<file path="src/rtl/lpddr_init_pkg.sv">
// Shared types for the power-up initialization sequencer.
// Assumes exactly five initialization commands and a two-bit bank field.
package lpddr_init_pkg;

    // Command codes driven on the cmd port
    typedef enum logic [1:0] {
        CMD_NOP  = 2'd0,
        CMD_PREA = 2'd1,
        CMD_AREF = 2'd2,
        CMD_MRS  = 2'd3
    } bus_cmd_e;

    // Internal action chosen for one step of the sequence
    typedef enum logic [1:0] {
        ACT_PREA,
        ACT_AREF,
        ACT_MRS_BASE,
        ACT_MRS_EXT
    } init_act_e;

    // Sequencer phases
    typedef enum logic [2:0] {
        PH_IDLE,
        PH_SETTLE,
        PH_ISSUE,
        PH_WAIT,
        PH_DONE
    } init_phase_e;

    localparam int unsigned NUM_STEPS = 5;
    localparam int unsigned STEP_W    = 3;

    // Maps a step index and the captured configuration to an action
    function automatic init_act_e step_action(
        input logic [STEP_W-1:0] step,
        input logic              late,
        input logic              ext_first
    );
        init_act_e mr_a;
        init_act_e mr_b;
        init_act_e act;
        mr_a = ext_first ? ACT_MRS_EXT  : ACT_MRS_BASE;
        mr_b = ext_first ? ACT_MRS_BASE : ACT_MRS_EXT;
        case (step)
            3'd0:    act = ACT_PREA;
            3'd1:    act = late ? mr_a : ACT_AREF;
            3'd2:    act = late ? mr_b : ACT_AREF;
            3'd3:    act = late ? ACT_AREF : mr_a;
            default: act = late ? ACT_AREF : mr_b;
        endcase
        return act;
    endfunction

endpackage

</file>
<file path="src/rtl/init_gap_timer.sv">
// Down-counter that times the settling window and the gaps between commands.
// Assumes load and tick are never needed together; load wins if both are high.
// last is high while the count is 0 or 1, so a loaded value N gives max(N,1) cycles.
module init_gap_timer #(
    parameter int unsigned CNT_W = 16
) (
    input  logic             clk,
    input  logic             rst_n,
    input  logic             load,
    input  logic [CNT_W-1:0] load_val,
    input  logic             tick,
    output logic [CNT_W-1:0] count,
    output logic             last
);

    localparam logic [CNT_W-1:0] ONE = CNT_W'(1);

    // Reload on every phase entry, otherwise count down toward zero
    always_ff @(posedge clk) begin
        if (!rst_n) begin
            count <= '0;
        end else if (load) begin
            count <= load_val;
        end else if (tick && count != '0) begin
            count <= count - ONE;
        end
    end

    // Final cycle of the current window
    assign last = (count <= ONE);

    // the counter advances by exactly one per ticked cycle
    a_r4_count_steps_down: assert property (@(posedge clk) disable iff (!rst_n)
        (tick && !load && count > ONE) |=> (count == $past(count) - ONE));

    // a reload takes the requested value
    a_r4_reload_value: assert property (@(posedge clk) disable iff (!rst_n)
        load |=> (count == $past(load_val)));

endmodule

</file>
<file path="src/rtl/init_step_fsm.sv">
// Phase and step control for the initialization sequence.
// Captures the order configuration when the sequence starts and chooses the
// action and gap length for each step. Assumes GAP_W <= SETTLE_W.
module init_step_fsm
    import lpddr_init_pkg::*;
#(
    parameter int unsigned SETTLE_W = 16,
    parameter int unsigned GAP_W    = 8
) (
    input  logic                clk,
    input  logic                rst_n,
    input  logic                pwr_ok,
    input  logic                cfg_late,
    input  logic                cfg_ext_first,
    input  logic [SETTLE_W-1:0] settle_cycles,
    input  logic [GAP_W-1:0]    trp_cycles,
    input  logic [GAP_W-1:0]    trfc_cycles,
    input  logic [GAP_W-1:0]    tmrd_cycles,
    input  logic                timer_last,
    output logic                timer_load,
    output logic [SETTLE_W-1:0] timer_val,
    output logic                timer_tick,
    output logic                start,
    output logic                issue,
    output init_act_e           issue_act,
    output logic                in_done
);

    localparam logic [STEP_W-1:0] LAST_STEP = STEP_W'(NUM_STEPS - 1);

    init_phase_e       phase;
    logic [STEP_W-1:0] step;
    logic              late_q;
    logic              extf_q;
    logic [GAP_W-1:0]  gap_sel;

    // Action of the current step under the captured configuration
    assign issue_act = step_action(step, late_q, extf_q);

    // Gap length that belongs to the current action
    always_comb begin
        unique case (issue_act)
            ACT_PREA: gap_sel = trp_cycles;
            ACT_AREF: gap_sel = trfc_cycles;
            default:  gap_sel = tmrd_cycles;
        endcase
    end

    // Timer control and issue strobe for the current phase
    always_comb begin
        timer_load = 1'b0;
        timer_val  = '0;
        timer_tick = 1'b0;
        start      = 1'b0;
        issue      = 1'b0;
        unique case (phase)
            PH_IDLE: begin
                if (pwr_ok) begin
                    start      = 1'b1;
                    timer_load = 1'b1;
                    timer_val  = settle_cycles;
                end
            end
            PH_SETTLE: timer_tick = 1'b1;
            PH_ISSUE: begin
                issue      = 1'b1;
                timer_load = 1'b1;
                timer_val  = SETTLE_W'(gap_sel);
            end
            PH_WAIT: timer_tick = 1'b1;
            default: ;
        endcase
    end

    // Phase, step and captured configuration registers
    always_ff @(posedge clk) begin
        if (!rst_n) begin
            phase  <= PH_IDLE;
            step   <= '0;
            late_q <= 1'b0;
            extf_q <= 1'b0;
        end else begin
            unique case (phase)
                PH_IDLE: begin
                    if (pwr_ok) begin
                        late_q <= cfg_late;
                        extf_q <= cfg_ext_first;
                        step   <= '0;
                        phase  <= PH_SETTLE;
                    end
                end
                PH_SETTLE: begin
                    if (timer_last) begin
                        phase <= PH_ISSUE;
                    end
                end
                PH_ISSUE: phase <= PH_WAIT;
                PH_WAIT: begin
                    if (timer_last) begin
                        if (step == LAST_STEP) begin
                            phase <= PH_DONE;
                        end else begin
                            step  <= step + 1'b1;
                            phase <= PH_ISSUE;
                        end
                    end
                end
                default: phase <= PH_DONE;
            endcase
        end
    end

    assign in_done = (phase == PH_DONE);

    // no progress without power-good
    a_r2_wait_for_power: assert property (@(posedge clk) disable iff (!rst_n)
        (phase == PH_IDLE && !pwr_ok) |=> (phase == PH_IDLE));

    // captured order settings do not move once the sequence runs
    a_r7_config_held: assert property (@(posedge clk) disable iff (!rst_n)
        (phase != PH_IDLE) |=> ($stable(late_q) && $stable(extf_q)));

    // the step index never passes the fifth command
    a_r5_step_bounded: assert property (@(posedge clk) disable iff (!rst_n)
        step <= LAST_STEP);

    // completion is never left without reset
    a_r8_done_holds: assert property (@(posedge clk) disable iff (!rst_n)
        (phase == PH_DONE) |=> (phase == PH_DONE));

endmodule

</file>
<file path="src/rtl/init_bus_driver.sv">
// Registers the memory command bus from the sequencer's issue strobe.
// Captures both mode-register values when the sequence starts.
// Assumes BA_W >= 2 and AP_BIT < ADDR_W.
module init_bus_driver
    import lpddr_init_pkg::*;
#(
    parameter int unsigned ADDR_W = 13,
    parameter int unsigned BA_W   = 2,
    parameter int unsigned AP_BIT = 10
) (
    input  logic              clk,
    input  logic              rst_n,
    input  logic              start,
    input  logic [ADDR_W-1:0] base_val,
    input  logic [ADDR_W-1:0] ext_val,
    input  logic              issue,
    input  init_act_e         issue_act,
    input  logic              in_done,
    output logic              cke,
    output logic [1:0]        cmd,
    output logic [BA_W-1:0]   bank,
    output logic [ADDR_W-1:0] addr,
    output logic              done
);

    localparam logic [BA_W-1:0]   BA_BASE = BA_W'(0);
    localparam logic [BA_W-1:0]   BA_EXT  = BA_W'(2);
    localparam logic [ADDR_W-1:0] AP_MASK = ADDR_W'(1) << AP_BIT;

    logic [ADDR_W-1:0] base_q;
    logic [ADDR_W-1:0] ext_q;

    // Clock enable is held high from reset onward
    assign cke = 1'b1;

    // Capture mode-register contents at sequence start
    always_ff @(posedge clk) begin
        if (!rst_n) begin
            base_q <= '0;
            ext_q  <= '0;
        end else if (start) begin
            base_q <= base_val;
            ext_q  <= ext_val;
        end
    end

    // Drive one command cycle per issue strobe, NOP otherwise
    always_ff @(posedge clk) begin
        if (!rst_n) begin
            cmd  <= CMD_NOP;
            bank <= '0;
            addr <= '0;
            done <= 1'b0;
        end else begin
            cmd  <= CMD_NOP;
            bank <= '0;
            addr <= '0;
            done <= in_done;
            if (issue) begin
                unique case (issue_act)
                    ACT_PREA: begin
                        cmd  <= CMD_PREA;
                        addr <= AP_MASK;
                    end
                    ACT_AREF: cmd <= CMD_AREF;
                    ACT_MRS_BASE: begin
                        cmd  <= CMD_MRS;
                        bank <= BA_BASE;
                        addr <= base_q;
                    end
                    default: begin
                        cmd  <= CMD_MRS;
                        bank <= BA_EXT;
                        addr <= ext_q;
                    end
                endcase
            end
        end
    end

    // every command is followed by at least one NOP
    a_r4_nop_after_command: assert property (@(posedge clk) disable iff (!rst_n)
        (cmd != CMD_NOP) |=> (cmd == CMD_NOP));

    // done stays high once raised
    a_r8_done_sticky: assert property (@(posedge clk) disable iff (!rst_n)
        done |=> done);

    // bus is quiet once done
    a_r8_quiet_when_done: assert property (@(posedge clk) disable iff (!rst_n)
        done |-> (cmd == CMD_NOP));

    // mode-register writes select only the base or extended register
    a_r6_mrs_bank_select: assert property (@(posedge clk) disable iff (!rst_n)
        (cmd == CMD_MRS) |-> (bank == BA_BASE || bank == BA_EXT));

    // precharge-all carries the all-banks address bit
    a_r3_prea_all_banks: assert property (@(posedge clk) disable iff (!rst_n)
        (cmd == CMD_PREA) |-> (addr == AP_MASK && bank == '0));

endmodule

</file>
<file path="src/rtl/lpddr_init_seq.sv">
// Top of the power-up initialization sequencer: a step FSM, a shared gap
// timer and a registered command-bus driver. Assumes the clock is already
// stable when pwr_ok rises and that only reset restarts the sequence.
module lpddr_init_seq
    import lpddr_init_pkg::*;
#(
    parameter int unsigned SETTLE_W = 16,
    parameter int unsigned GAP_W    = 8,
    parameter int unsigned ADDR_W   = 13,
    parameter int unsigned BA_W     = 2,
    parameter int unsigned AP_BIT   = 10
) (
    input  logic                clk,
    input  logic                rst_n,
    input  logic                pwr_ok,
    input  logic                refresh_late,
    input  logic                ext_first,
    input  logic [SETTLE_W-1:0] settle_cycles,
    input  logic [GAP_W-1:0]    trp_cycles,
    input  logic [GAP_W-1:0]    trfc_cycles,
    input  logic [GAP_W-1:0]    tmrd_cycles,
    input  logic [ADDR_W-1:0]   base_mr,
    input  logic [ADDR_W-1:0]   ext_mr,
    output logic                cke,
    output logic [1:0]          cmd,
    output logic [BA_W-1:0]     bank,
    output logic [ADDR_W-1:0]   addr,
    output logic                init_done
);

    logic                timer_load;
    logic [SETTLE_W-1:0] timer_val;
    logic                timer_tick;
    logic                timer_last;
    logic [SETTLE_W-1:0] timer_count;
    logic                start;
    logic                issue;
    init_act_e           issue_act;
    logic                in_done;

    init_step_fsm #(
        .SETTLE_W (SETTLE_W),
        .GAP_W    (GAP_W)
    ) u_fsm (
        .clk           (clk),
        .rst_n         (rst_n),
        .pwr_ok        (pwr_ok),
        .cfg_late      (refresh_late),
        .cfg_ext_first (ext_first),
        .settle_cycles (settle_cycles),
        .trp_cycles    (trp_cycles),
        .trfc_cycles   (trfc_cycles),
        .tmrd_cycles   (tmrd_cycles),
        .timer_last    (timer_last),
        .timer_load    (timer_load),
        .timer_val     (timer_val),
        .timer_tick    (timer_tick),
        .start         (start),
        .issue         (issue),
        .issue_act     (issue_act),
        .in_done       (in_done)
    );

    init_gap_timer #(
        .CNT_W (SETTLE_W)
    ) u_timer (
        .clk      (clk),
        .rst_n    (rst_n),
        .load     (timer_load),
        .load_val (timer_val),
        .tick     (timer_tick),
        .count    (timer_count),
        .last     (timer_last)
    );

    init_bus_driver #(
        .ADDR_W (ADDR_W),
        .BA_W   (BA_W),
        .AP_BIT (AP_BIT)
    ) u_drv (
        .clk       (clk),
        .rst_n     (rst_n),
        .start     (start),
        .base_val  (base_mr),
        .ext_val   (ext_mr),
        .issue     (issue),
        .issue_act (issue_act),
        .in_done   (in_done),
        .cke       (cke),
        .cmd       (cmd),
        .bank      (bank),
        .addr      (addr),
        .done      (init_done)
    );

    // outputs return to the idle values in the cycle after reset
    a_r9_reset_clears: assert property (@(posedge clk)
        !rst_n |=> (cmd == 2'd0 && init_done == 1'b0 && bank == '0 && addr == '0));

    // the timer never counts while idle
    a_r7_idle_timer_quiet: assert property (@(posedge clk) disable iff (!rst_n)
        (!pwr_ok && !start && !timer_tick && !timer_load) |=> $stable(timer_count));

endmodule

</file>
<file path="config.mk">
export PLATFORM = sky130hd
export DESIGN_NAME = lpddr_init_seq
export DESIGN_NICKNAME = d
export VERILOG_FILES = /design/src/rtl/lpddr_init_pkg.sv /design/src/rtl/init_gap_timer.sv /design/src/rtl/init_step_fsm.sv /design/src/rtl/init_bus_driver.sv /design/src/rtl/lpddr_init_seq.sv
export SDC_FILE = /design/constraint.sdc
export NUM_CORES = 1
export LEC_CHECK = 0
export ABC_AREA = 1
export BUFFER_PORTS_ARGS = -buffer_cell sky130_fd_sc_hd__clkbuf_2
export CORE_UTILIZATION = 60
export CTS_BUF_LIST = sky130_fd_sc_hd__clkbuf_4 sky130_fd_sc_hd__clkbuf_8
export CTS_CLUSTER_DIAMETER = 30
export CTS_CLUSTER_SIZE = 30
export DETAILED_ROUTE_END_ITERATION = 16
export GPL_TIMING_DRIVEN = 0
export PLACE_DENSITY = 0.88
export SLEW_MARGIN = 10
export SYNTH_ARGS = -nofsm -noshare
export SYNTH_HDL_FRONTEND = slang
export SYNTH_HIERARCHICAL = 1
export SYNTH_SLANG_ARGS = --single-unit
</file>
<file path="constraint.sdc">
create_clock -name clk -period 5.45 [get_ports clk]
set_input_delay 1.3625 -clock clk [delete_from_list [all_inputs] [get_ports clk]]
set_output_delay 1.3625 -clock clk [all_outputs]
set_load 0.05 [all_outputs]
</file>
==> results.json <==
{
  "status": "completed",
  "nets": 749,
  "r2r_start": "u_fsm/step[0]",
  "whs_ns": 0.450,
  "hold_buffers": 0,
  "yosys_warnings": 6,
  "hpwl_microns": 6860,
  "clk_latency_ns": 0.34,
  "hold_path.class": "reg2reg",
  "track_usage_pct": 31.4,
  "reg2reg_slack_ns": 3.17,
  "p_leak_nw": 2.34,
  "fin_crit_sh_pct": 54.3,
  "worstSetupPathType": "in2reg",
  "fillers": 487,
  "synth_top_area_cell": "dfxtp_1",
  "antenna_found_initial": 0,
  "die_x_microns": 80.8,
  "synth_seq_area_share_pct": 36.0,
  "dpl.cell_count": 734,
  "min_path_cells": 2,
  "num_antenna_cells": 0,
  "initial_utilization_pct": 62.5,
  "place.gp.congestion": 0.915,
  "htreeDepth": 3,
  "drive_gt1_share_pct": 23.0,
  "regArea_sq_um": 1340,
  "io_pins": 90,
  "path_clk_slew_ns": 0.08,
  "die-area_sq_um": 6530,
  "cts_buffers": 9,
  "grt_pass1_wl_microns": 15800,
  "clkSinkCount": 67,
  "ant_nets": 0,
  "multi_input_area_sq_um": 2060,
  "cp_max_fo": 10,
  "final.min_clock_period_ns": 2.96,
  "pwr-share-seq_pct": 32.5,
  "syn_area_sq_um": 3720,
  "drtPass1Iterations": 5,
  "cts_resized": 0,
  "hold_viol_final": 0,
  "core-area_sq_um": 5960,
  "clock_skew_ns": 0.0101,
  "portBuffers": 87,
  "synth_area_leaders": "dfxtp_1, nand2_1, nor2_1, nand3_1, o21ai_0",
  "crit_arrival_ns": 3.19,
  "grt_setup_unrepaired": "no",
  "maxSlewViolCount": 0,
  "switching_share_pct": 41.0,
  "cts_setup_buffers": 0,
  "pwr-share-clk_pct": 25.7,
  "routed_wl_microns": 9830,
  "fin_tns_setup_ns": 0,
  "root_buffer": "clkbuf_8",
  "worst_pin_slew_ns": 0.580,
  "fmax_mhz": 338,
  "cp.required_ns": 5.68,
  "stdcell_count": 749,
  "drv_cap": 0,
  "grt_max_degree": 15,
  "netlist_instances": 572,
  "die_y_microns": 80.8,
  "vdd_ir_drop_max_mv": 0.294,
  "areaGrowthSynthToFinish_pct": 20.6,
  "switchingPower_uw": 796,
  "wire_per_inst_microns": 13.1,
  "min_from": "u_drv/ext_q[12]",
  "drt_iter0_markers": 284,
  "critPathLaunchType": "primary input",
  "r2r-end": "u_timer/count[7]",
  "synth_seq_cells": 67,
  "drc": 0,
  "vias": 4028,
  "syn_nets": 651,
  "worstHoldEndpoint": "u_drv/addr[12]",
  "overflow": 0,
  "maxSlewHeadroom_pct": 61.3,
  "clockBufferDepth": 2,
  "synth_cell_type_count": 32,
  "vias_per_cell": 5.38,
  "placementRows": 28,
  "power.internal_mw": 1.14,
  "fin_total_pwr_mw": 1.94,
  "r2r_cells": 16,
  "grt_pass1_vias": 3698,
  "avgSynthCellArea_sq_um": 6.51,
  "p_comb_share_pct": 41.8,
  "setup_viol": 0,
  "power_density_nw_per_um2": 432,
  "tritoncts": "built",
  "yosys.area.top_type_share_pct": 36.0,
  "endpoint_kind": "flop"
}
==> power groups by stage <==
stage / logic [mW] / clock network (mW) / registers [mW]
finish: 0.811 / 0.498 / 0.631
global route: 0.906 / 0.524 / 0.641
CTS: 0.795 / 0.504 / 0.630
detailed placement: 0.784 / 0 / 0.639
global placement: 0.756 / 0 / 0.637
floorplan: 0.612 / 0 / 0.632
==> layer usage <==
layer | up-vias | global-route usage [%] | share of wire (%) | wire (microns)
li1 | 2005 | - | - | -
met1 | 1813 | 35.5 | 41 | 4000
met2 | 175 | 55.2 | 49 | 4850
met3 | 35 | 8.31 | 7.2 | 710
met4 | 0 | 14.5 | 2.8 | 272
met5 | - | 0 | 0 | 0
==> worst max-delay path by stage <==
stage | start | endpoint | depth (start not counted)
2_1_floorplan | pwr_ok | u_timer/count[7] | 11
3_3_place_gp | pwr_ok | u_timer/count[14] | 9
3_5_place_dp | pwr_ok | u_timer/count[14] | 9
4_1_cts | pwr_ok | u_timer/count[14] | 9
5_1_grt | pwr_ok | u_timer/count[3] | 10
6_report | pwr_ok | u_timer/count[14] | 9
==> synthesized netlist by cell type <==
master	number
clkbuf_1	4
o22ai_1	1
nor2_4	6
buf_2	4
conb_1	2
nor2_2	7
ha_1	8
o21ai_0	43
mux2i_1	1
buf_6	6
a31oi_1	2
inv_1	41
nand2_2	4
or2_2	3
inv_2	5
buf_4	5
nand4_1	1
nor3_1	5
dfxtp_1	67
nand3_2	1
nand3_1	60
o21ai_1	8
nand2_8	1
a21oi_1	14
nand2_4	5
nor2_1	121
clkbuf_2	3
nand3b_1	1
nand2_1	138
a21oi_2	1
o21ai_2	2
o21a_1	2
==> worst max-delay path, cell delays in order <==
cell      delay [ns]
clkbuf_2        0.08
clkbuf_1        0.37
inv_1           0.11
nor2_2          0.14
inv_1           0.10
nand2_1         0.21
clkbuf_1        0.49
mux2i_1         0.24
a21oi_1         0.08
==> through the flow <==
stage / area, sq um / setup slack [ns] / util, %
after global placement: 4250 / 2.22 / 71.4
after CTS: 4490 / 2.53 / 75.4
after floorplan: 3720 / 2.67 / -
final: 4490 / 2.49 / 75.4
after global routing: 4490 / 2.31 / 75.4
after detailed placement: 4250 / 2.18 / 71.4
==> state kept, by name, summed over array words and instances, names as in the netlist <==
| name | cells |
|---|---|
| u_drv/addr | 13 |
| u_drv/bank | 1 |
| u_drv/base_q | 13 |
| u_drv/cmd | 2 |
| u_drv/done | 1 |
| u_drv/ext_q | 13 |
| u_fsm/extf_q | 1 |
| u_fsm/late_q | 1 |
| u_fsm/phase | 3 |
| u_fsm/step | 3 |
| u_timer/count | 16 |
==> cell type report <==
class,count,share of cell area [%]
well taps,75,2.09
clock inverters,6,2.53
flip-flops and latches,67,29.9
clock buffers,9,2.76
plain buffers,22,3.45
repair buffers,87,9.69
inverters,46,3.84
multi-input cells,437,45.8
==> layout by cell type (no fill, tap or decap), types with 3 or more instances in the layout <==
cell and instances:
buf_4 5, nor2_1 121, clkbuf_2 90, nor2_4 6
or2_2 3, nand2_2 4, a21oi_1 14, clkbuf_8 9
nor2_2 7, nor3_1 5, inv_2 5, ha_1 8
nand3_1 60, buf_2 4, nand2_1 138, clkbuf_1 4
o21ai_0 43, dfxtp_1 67, inv_1 41, bufinv_16 3
buf_6 6, o21ai_1 8, nand2_4 5
==> logic make-up after synthesis <==
| logic type | after synthesis | synth area share (%) |
|---|---|---|
| buffers and inverters | 68 | 8.80 |
| other | 2 | 0.202 |
| AO/OA/AOI/OAI | 73 | 10.3 |
| flip-flops | 67 | 36.0 |
| adder cells (fa/ha/maj) | 8 | 2.69 |
| AND/OR/NAND/NOR | 353 | 41.7 |
| multiplexers | 1 | 0.269 |
(Power assumes the default switching activity.)
